<file path="src/rtl/pin_func_pkg.sv">
// Package: shared function-field encoding for the pin selector.
// Assumes a 2-bit field per pin; values 10 and 11 are both chip-select.
package pin_func_pkg;
    typedef enum logic [1:0] {
        FN_PORT     = 2'b00,
        FN_ADDR     = 2'b01,
        FN_CSEL_ALT = 2'b10,
        FN_CSEL     = 2'b11
    } pin_fn_e;
endpackage

</file>
<file path="src/rtl/strap_chain_decode.sv">
// Module: strap_chain_decode
// Turns the sampled strap lines into default function fields. Pin k is a
// chip-select only when all strap lines from the top down to k are high.
// Assumes strap line k pairs with pin k. The module is purely combinational.
module strap_chain_decode #(
    parameter int N_PINS = 5
) (
    input  logic [N_PINS-1:0]   strap_i,
    output logic [2*N_PINS-1:0] fields_o
);
    import pin_func_pkg::*;

    for (genvar k = 0; k < N_PINS; k++) begin : g_pin
        logic chain_high;
        // Purpose: AND of the strap lines from the top down to this pin.
        assign chain_high = &strap_i[N_PINS-1:k];
        // Purpose: select chip-select or address as the default for this pin.
        assign fields_o[2*k +: 2] = chain_high ? FN_CSEL : FN_ADDR;
    end
endmodule

</file>
<file path="src/rtl/pin_output_select.sv">
// Module: pin_output_select
// Routes one source per pin according to its function field. The top pin
// uses the E-clock in place of port data. Assumes the fields are already
// registered, so the outputs are combinational from stable state.
module pin_output_select #(
    parameter int N_PINS = 5
) (
    input  logic                clk,
    input  logic                rst_n,
    input  logic [2*N_PINS-1:0] fields_i,
    input  logic [N_PINS-1:0]   port_data_i,
    input  logic [N_PINS-1:0]   addr_i,
    input  logic [N_PINS-1:0]   cs_i,
    input  logic                eclk_i,
    output logic [N_PINS-1:0]   pin_o
);
    import pin_func_pkg::*;

    localparam int TOP = N_PINS - 1;

    for (genvar k = 0; k < N_PINS; k++) begin : g_pin
        logic disc_src;
        logic [1:0] fn;
        assign fn = fields_i[2*k +: 2];

        if (k == TOP) begin : g_top
            // Purpose: the uppermost pin carries the E-clock in discrete mode.
            assign disc_src = eclk_i;

            // discrete mode on the top pin shows the E-clock.
            p_eclk_r8: assert property (@(posedge clk) disable iff (!rst_n)
                (fn == FN_PORT) |-> (pin_o[k] == eclk_i));
        end else begin : g_low
            // Purpose: other pins carry their port data bit in discrete mode.
            assign disc_src = port_data_i[k];

            // discrete mode on a lower pin shows its port data bit.
            p_port_r7: assert property (@(posedge clk) disable iff (!rst_n)
                (fn == FN_PORT) |-> (pin_o[k] == port_data_i[k]));
        end

        // Purpose: choose the pin source from the function field.
        always_comb begin
            case (fn)
                FN_PORT: pin_o[k] = disc_src;
                FN_ADDR: pin_o[k] = addr_i[k];
                default: pin_o[k] = cs_i[k];
            endcase
        end
    end
endmodule

</file>
<file path="src/rtl/pin_func_mux.sv">
// Module: pin_func_mux (top)
// Holds the per-pin function fields. While reset is low, the fields load the
// strap decode on every edge; after reset, they change only when written.
// Assumes a synchronous active-low reset and straps that are stable near
// the release edge.
module pin_func_mux #(
    parameter int N_PINS = 5
) (
    input  logic                clk,
    input  logic                rst_n,
    input  logic [N_PINS-1:0]   strap_i,
    input  logic                cfg_we,
    input  logic [2*N_PINS-1:0] cfg_wdata,
    input  logic [N_PINS-1:0]   port_data_i,
    input  logic [N_PINS-1:0]   addr_i,
    input  logic [N_PINS-1:0]   cs_i,
    input  logic                eclk_i,
    output logic [N_PINS-1:0]   pin_o
);
    localparam int FW = 2 * N_PINS;

    logic [FW-1:0] strap_fields;
    logic [FW-1:0] fn_q;

    strap_chain_decode #(.N_PINS(N_PINS)) i_decode (
        .strap_i  (strap_i),
        .fields_o (strap_fields)
    );

    // Purpose: field register, loaded from the straps in reset, then by writes.
    always_ff @(posedge clk) begin
        if (!rst_n)      fn_q <= strap_fields;
        else if (cfg_we) fn_q <= cfg_wdata;
    end

    pin_output_select #(.N_PINS(N_PINS)) i_select (
        .clk         (clk),
        .rst_n       (rst_n),
        .fields_i    (fn_q),
        .port_data_i (port_data_i),
        .addr_i      (addr_i),
        .cs_i        (cs_i),
        .eclk_i      (eclk_i),
        .pin_o       (pin_o)
    );

    // Purpose: split the field register into low and high bits for the checks.
    logic [N_PINS-1:0] fn_lsb, fn_msb;
    always_comb begin
        for (int k = 0; k < N_PINS; k++) begin
            fn_lsb[k] = fn_q[2*k];
            fn_msb[k] = fn_q[2*k+1];
        end
    end

    // only the address or chip-select function is present after reset.
    p_reset_codes_r4: assert property (@(posedge clk) disable iff (!rst_n)
        $past(!rst_n) |-> (&fn_lsb));

    // the chip-select pins form an unbroken run from the top.
    p_chain_r1: assert property (@(posedge clk) disable iff (!rst_n)
        $past(!rst_n) |-> ((fn_msb & ~(fn_msb >> 1) & ~(N_PINS'(1) << (N_PINS-1))) == '0));

    // a low top strap leaves no chip-select pin.
    p_top_low_r2: assert property (@(posedge clk) disable iff (!rst_n)
        ($past(!rst_n) && !$past(strap_i[N_PINS-1])) |-> (fn_msb == '0));

    // without a write, the fields hold after reset.
    p_hold_r5: assert property (@(posedge clk) disable iff (!rst_n)
        ($past(rst_n) && !$past(cfg_we)) |-> $stable(fn_q));
endmodule

</file>
<file path="config.mk">
export PLATFORM = sky130hd
export DESIGN_NAME = pin_func_mux
export DESIGN_NICKNAME = d
export VERILOG_FILES = /design/src/rtl/pin_func_pkg.sv /design/src/rtl/strap_chain_decode.sv /design/src/rtl/pin_output_select.sv /design/src/rtl/pin_func_mux.sv
export SDC_FILE = /design/constraint.sdc
export NUM_CORES = 1
export LEC_CHECK = 0
export ABC_AREA = 0
export ABC_CLOCK_PERIOD_IN_PS = 1400
export BUFFER_PORTS_ARGS = -buffer_cell sky130_fd_sc_hd__clkbuf_2
export CAP_MARGIN = 20
export CORE_AREA = 3 3 40 42
export CTS_CLUSTER_DIAMETER = 40
export CTS_CLUSTER_SIZE = 8
export DETAILED_ROUTE_END_ITERATION = 16
export DIE_AREA = 0 0 43 45
export PLACE_DENSITY = 0.79
export SYNTH_ARGS = -nofsm -noshare
export SYNTH_HDL_FRONTEND = slang
export SYNTH_SLANG_ARGS = --single-unit
</file>
<file path="constraint.sdc">
create_clock -name clk -period 1.4 [get_ports clk]
set_clock_uncertainty 0.05 [all_clocks]
set_input_delay 0.14 -clock clk [delete_from_list [all_inputs] [get_ports clk]]
set_output_delay 0.14 -clock clk [all_outputs]
set_load 0.01 [all_outputs]
</file>
# Word-level counts from Yosys, hierarchy flattened
# Cells that the tools add are included.
[op_classes]
n_eq_ne = 6
reduce_logical = 9
n_mux = 12
[op_table]
columns = ["cell", "n"]
rows = [
  ["2-to-1 mux 10 bit", 2],
  ["== test 2 x 1 -> 1 bit (second input constant)", 5],
  ["logical NOT 2 bit", 5],
  ["2-to-1 mux 2 bit", 5],
  ["case mux 1 bit (2 select lines)", 5],
  ["AND reduction 5 bit", 1],
  ["AND reduction 4 bit", 1],
  ["AND reduction 3 bit", 1],
  ["inequality test 2 x 1 -> 1 bit (second input constant)", 1],
  ["AND reduction 2 bit", 1],
]
[word_totals]
wordCells = 28
register_bits = 10
output_inout_bits = 5
inputBits = 34

# Depth between registers and ports, before layout
# Gate-level depths: netlist of run 1.
[logic_depth]
depth_word = 3
ltp_mapped = 3
mapped_depth_nobuf = 2

# Cells and area by module
# Synthesis of run 1 repeated with hierarchy kept, for this count alone.
[hier_totals]
cells_unflattened = 52
hier_area_um2 = 666.9
[modules_own_cells]
columns = ["module", "area_per_inst_um2", "cells_each", "seq_area_each_um2", "instances"]
rows = [
  ["pin_func_mux", 464.2, 22, 300.3, 1],
  ["strap_chain_decode", 108.9, 15, 0.0, 1],
  ["pin_output_select", 93.8, 15, 0.0, 1],
]

# Least setup slack after synthesis of run 1
# No wires, ideal clock.
[synth_timing]
kind = "register to output"
from = "register fn_q[0]"
to = "output pin_o[0]"
n_path_buf = 0
path_stages_with_launch = 3
setup_slack_ps = 455
arrival_ps = 755
path_cell_list = "edfxtp_1 mux2i_1 o21ai_0"
[synth_between]
elab_chain_cells = 2
elab_cells_between_ends = 3
cone_classes = "1 x eq/ne; 1 x mux; 1 x reduce/logical"
[synth_rtl]
columns = ["element", "line_no", "source"]
rows = [
  ["start, declared", "pin_func_mux.sv:23", "logic [FW-1:0] fn_q;"],
  ["start signal, assigned", "pin_func_mux.sv:32", "if (!rst_n) fn_q <= strap_fields;"],
  ["start signal, assigned", "pin_func_mux.sv:33", "else if (cfg_we) fn_q <= cfg_wdata;"],
  ["== test 2 x 1 -> 1 bit or logical NOT 2 bit (tied branches)", "pin_output_select.sv:44", "case (fn)"],
  ["case mux 1 bit (2 select lines) *", "pin_output_select.sv:44", ""],
  ["end, declared", "pin_func_mux.sv:18", "output logic [N_PINS-1:0] pin_o"],
]
# Mark *: on every way between the ends. The rest lies on a longest branch, timed or not.

# Worst setup path after layout of run 1
[layout_timing]
from = "register fn_q[6]"
to = "output pin_o[3]"
# The elaborated chain is that of the path after synthesis.

==> impl_results.md, run 1 <==
* Worst-case vdd ir drop at around 0.56 mV
* Final WL at just under 1000 µm
* Crit path cell chain: mux2i_1, o21ai_0, clkbuf_2
* Via-to-Cell Ratio at roughly 4.5
* Leakage power at 0.364 nW
* Die X at 43 µm
* Hold-fix buffers at CTS at 0
* Largest register by flop count: fn_q
* Die area at ~1900 µm²
* Setup crit end kind: output pin
* Warnings, synthesis at 0
* Fmax at 796 MHz
* Fin. Hold Viols at 0
* CTS resizes at 0
* DP Cell Count at 97
* Status: finished clean
* Slowest CP cell: edfxtp_1
* Sum Neg Setup Slack at 0 ns
* Final GP Congestion at ~0.66
* Synthesized flop and latch total at 10
* Cell Area, Placed at just over 700 µm²
* Post-synthesis sequential area ratio at 0.587
* Area of the multi-input gates at about 200 µm²
* DRC at 0
* PwrDens at between 900 and 1000 nW/µm²
* Synth Instances at 45
* Met1 usage at 0.147
* First-pass GRT wire length at roughly 1700 µm
* Final Instance Count excl. Fillers at 100
* Unrepaired setup endpoints after global routing: no
* Largest net degree at the start of global routing at 12
* Slew HR at 0.696
* Drt initial violations at 2
* Setup Crit Path Kind: register to output pin
* Core Footprint at 1280 µm²
* Hold Crit Class: input port to register
* GR Overflow Total at 0
* Clock Sinks at 10
* Max reg flops at 10
* Antenna viol nets, final at 0
* Place WS at ~0.35 ns
* Vias in the first global route at between 400 and 500
* Die H at 45 µm
* Number of buffers on the longest clock path at 2
* Synth cell types at 10
* Vias at ~450
* Most Used Layer, Global Route: met2
* Max Cap Viol at 0
* Layout cells sized above 1 at 0.494
* Met2 usage at 0.183
* Delay-heaviest family, CP: flip-flops
* Worst Path Required at 1.21 ns
* Clk root buf: clkbuf_4
* IO buf count at 37
* Mapped Nets at 79
* Worst-path clk slew at around 0.06 ns
* Setup bufs post-CTS at 0
* Setup WS post-layout at 0.143 ns
* Cell Rows at 13
* CTS tree: built
* Starting density of the core at 0.398
* Final Core Density at 0.572
* Crit path DAT at 1.07 ns
* Tmin final at between 1 and 1.5 ns
* Slew @ Worst Pin at 0.456 ns
* Final setup violation count at 0
* Pins Over Slew Limit at 0
* Final instance area at 734 µm²
* Reg area at 300 µm²
* Hold WS at just under 0.09 ns
* Power Total at ~0.69 mW
* CP bufs+invs at 1
* Per-cell routed wire length at a little under 10 µm
* Tcrit/Tclk final at 0.898
* Io pins at 39
* CTS buffer count at 3
* Worst setup SP type: register
* H-Tree Depth at 1
* Initial antenna violation count at 0
* Fillers at 108
* CP Max Fanout at 1
* DRT Pass-1 Iters at 2
* Antenna cells at 0
* Synth Area per Inst at 11.4 µm²
* Mapped Area at just over 500 µm²
* Biggest regs: fn_q x10
* Global Route Usage Sum at 0.121
* Met3 Use GR at 0.0239
* CP max stage delay at 0.38 ns
* Syn-to-layout area delta at 43.5%
* Final nets at approximately 120
[cell usage in the layout, fill, tap and decap left out, drive strengths merged]
master / instances
o21ai: 9
mux2i: 5
nand2: 10
edfxtp: 10
mux2: 1
clkbuf: 40
nand4: 1
nand3: 1
or2b: 1
nand2b: 6
buf: 1
[cell usage after synthesis (all sizes together)]
cell	instances	area, µm²
edfxtp	10	300
nand2	10	37.5
o21ai	9	45.0
nand2b	6	37.5
mux2i	5	50.1
buf	1	11.3
mux2	1	11.3
nand3	1	5.00
nand4	1	6.26
or2b	1	7.51
[where the power goes]
part	leakage [nW]	internal [mW]	total, mW	switching (mW)
registers	0.101	0.363	0.375	0.0123
clock network	0.0138	0.0987	0.186	0.0870
logic	0.249	0.0716	0.127	0.0550
[final timing paths]
check	from	endpoint	slack, ns	cells after the start
worst max-delay path	fn_q[6]	pin_o[3]	0.14	3
worst min-delay path	cfg_wdata[0]	fn_q[0]	0.09	2
[metal layers]
metal  vias up  routed length [µm]
met5         -                   0
li1        244                   -
met1       183                 386
met2        18                 516
met3         2                  76
met4         0                  12
[kinds of logic after synthesis]
group,after synthesis,synth area share
flip-flops,10,0.587
multiplexers,6,0.120
buffers and inverters,1,0.0220
AO/OA/AOI/OAI,9,0.0880
AND/OR/NAND/NOR,19,0.183
[final cells by class]
cell class,instances,area share
Sequential cell,10,0.409
Multi-Input combinational cell,34,0.273
Tap cell,15,0.0256
Clock buffer,3,0.0307
Timing Repair Buffer,38,0.262
Power figures use the tool's default switching activity.
==> run 2: changes to the inputs <==
- CORE_AREA: 3 3 40 42 -> not set
- CORE_MARGIN: not set -> 3
- CORE_UTILIZATION: not set -> 40
- DIE_AREA: 0 0 43 45 -> not set
- PLACE_DENSITY: 0.79 -> 0.75
- SYNTH_HIERARCHICAL: not set -> 1
==> run 2 against run 1 <==
  * Clock-buffer cell count is the same
  * First-iteration DRC count grew to 3.5 times the previous value
  * Non-clock buffer count shrank 1
  * Setup slack gained 0.036 ns
  * Critical path depth is the same
  * Power grew 4.1%
  * Critical path type unchanged
  * Via count grew 0.89%
  * Final cell count grew 1.0%
  * Fmax grew 2.9%
  * Wire length shrank 2.7%
  * Synthesized area grew 30%
  * Global-route usage shrank 2.7 points
==> impl_results.md, run 2 <==
* Mapped Area at 667 µm² (was 512 µm²)
* Vias in the first global route at 411 (was 437)
* Fin. Hold Viols at 0 (unchanged)
* Initial antenna violation count at 0 (unchanged)
* Leading area contributor after synthesis: edfxtp_1 (unchanged)
* Tcrit/Tclk final at 0.872 (was 0.898)
* CTS buffer count at 3 (unchanged)
* Worst-case vdd ir drop at 0.372 mV (was 0.558 mV)
* Status: finished clean (unchanged)
* Crit path DAT at 1.03 ns (was 1.07 ns)
* Largest net degree at the start of global routing at 12 (unchanged)
* Synth Area per Inst at 12.8 µm² (was 11.4 µm²)
* Max reg flops at 10 (unchanged)
* Area of the multi-input gates at 295 µm² (was 200 µm²)
* Post-synth top cells: 10 x buf_4, 10 x edfxtp_1, 9 x mux2_4 (was 10 x edfxtp_1, 10 x nand2_1, 9 x o21ai_0)
* Max Cap Viol at 0 (unchanged)
* IO buf count at 37 (unchanged)
* Per-cell routed wire length at 9.54 µm (was 9.91 µm)
* Synth area leaders: edfxtp_1 45%, mux2_4 20%, buf_4 11% (was edfxtp_1 59%, mux2i_1 9.8%, o21ai_0 8.8%)
* Setup crit end kind: output pin (unchanged)
* Post-synthesis sequential area ratio at 0.450 (was 0.587)
* Synthesized flop and latch total at 10 (unchanged)
* PwrDens at 870 nW/µm² (was 936 nW/µm²)
* Setup Crit Path Kind: register to output pin (unchanged)
* Top-area cell type share of the netlist area at 0.450 (was 0.587)
* Starting density of the core at 0.433 (was 0.398)
* Hold WS at 0.130 ns (was 0.0876 ns)
* Layout cells sized above 1 at 0.588 (was 0.494)
* Largest register by flop count: fn_q (unchanged)
* CP Max Fanout at 1 (unchanged)
* CTS tree: built (unchanged)
* Global Route Usage Sum at 0.0937 (was 0.121)
* Hold Crit Class: input port to register (unchanged)
* Sum Neg Setup Slack at 0 ns (unchanged)
* H-Tree Depth at 1 (unchanged)
* First-pass GRT wire length at 1450 µm (was 1680 µm)
* Core Footprint at 1540 µm² (was 1280 µm²)
* GR Overflow Total at 0 (unchanged)
* Clk root buf: clkbuf_4 (unchanged)
* Most used DFF post-synth: edfxtp_1 (unchanged)
* Warnings, synthesis at 6 (was 0)
* Antenna cells at 0 (unchanged)
* Die area at 2190 µm² (was 1940 µm²)
* Worst hold stages at 2 (unchanged)
* Worst Path Required at 1.21 ns (about the same)
* Cell Rows at 14 (was 13)
* Reg area at 300 µm² (unchanged)
* Final setup violation count at 0 (unchanged)
* Fmax at 819 MHz (was 796 MHz)
* Commonest non-fill, non-tap cell in the layout: clkbuf_2 (unchanged)
* DRC at 0 (unchanged)
* Unrepaired setup endpoints after global routing: no (unchanged)
* Fillers at 143 (was 108)
* Final WL at 964 µm (was 991 µm)
* Final nets at 121 (unchanged)
* Leakage power at 0.429 nW (was 0.364 nW)
* CTS resizes at 0 (unchanged)
* Ys async rst share at 0 (unchanged)
* Worst setup SP type: register (unchanged)
* Synth Instances at 52 (was 45)
* Final GP Congestion at 0.658 (was 0.661)
* Post-DP HPWL at 874 µm
* DRT Pass-1 Iters at 4 (was 2)
* Clock Sinks at 10 (unchanged)
* Syn-to-layout area delta at 23.5% (was 43.5%)
* Setup bufs post-CTS at 0 (unchanged)
* Biggest regs: fn_q x10 (unchanged)
* Die H at 46.8 µm (was 45 µm)
* Vias at 451 (was 447)
* Die X at 46.8 µm (was 43 µm)
* Antenna viol nets, final at 0 (unchanged)
* Tmin final at 1.22 ns (was 1.26 ns)
* Io pins at 39 (unchanged)
* EDFF count, synth at 10 (unchanged)
* Most frequent cells in the layout: 37 x clkbuf_2, 10 x edfxtp_1, 9 x mux2_4 (was 37 x clkbuf_2, 10 x nand2_1, 10 x edfxtp_1, 9 x o21ai_0, 6 x nand2b_1)
* Synth cell types at 13 (was 10)
* Hold-fix buffers at CTS at 0 (unchanged)
* Worst-path clk slew at 0.05 ns (was 0.06 ns)
* Number of buffers on the longest clock path at 2 (unchanged)
* Pins Over Slew Limit at 0 (unchanged)
* Drt initial violations at 7 (was 2)
* Via-to-Cell Ratio at 4.47 (about the same)
==> run 2: path summary, 6_finish.rpt <==
| path | to | start |
|---|---|---|
| worst max-delay path | pin_o[2] | fn_q[4] |
| worst min-delay path | fn_q[6] | cfg_wdata[6] |
==> run 2: layout make-up <==
class / instances / area share
clock buffer: 3 / 0.0274
multi-input combinational: 35 / 0.359
sequential: 10 / 0.365
tap: 16 / 0.0243
timing repair buffer: 37 / 0.225
==> run 2: routing by layer <==
layer / GRT usage / vias to the layer above / routed length (µm)
met4: 0.0829 / 0 / 24
met1: 0.112 / 189 / 345
li1: - / 239 / -
met5: 0 / - / 0
met2: 0.146 / 20 / 501
met3: 0.0115 / 3 / 92
==> run 2: cell families (layout without fill, tap and decap cells) <==
group | count (synthesis) | count (layout) | share of synthesized area
other cells | 1 | 5 | 0.00562
mux | 15 | 15 | 0.295
compound gates | 5 | 5 | 0.0375
simple gates | 10 | 10 | 0.0826
flops | 10 | 10 | 0.450
buf+inv | 11 | 40 | 0.129
==> run 2: worst max-delay path: stages (launching register included) <==
cell and delay, ns:
edfxtp_1 0.38, mux2i_1 0.13, o21ai_1 0.11, clkbuf_2 0.15
==> run 2: per-stage QoR <==
step                cells  cell area [µm²]  utilization  power, mW  setup WS (ns)
detailed placement     98              801        0.519      0.548          0.197
floorplan              56              682            -      0.493          0.278
global route          101              823        0.534      0.755          0.105
CTS                   101              823        0.534      0.723          0.167
global placement       98              801        0.519      0.544          0.218
finish                101              823        0.534      0.716          0.179
==> run 2: report_power, final <==
part	leakage, nW	internal (mW)	switching, mW
Sequential	0.103	0.368	0.0145
Combinational	0.312	0.0964	0.0603
Clock	0.0138	0.0981	0.0788
Total	0.429	0.563	0.154
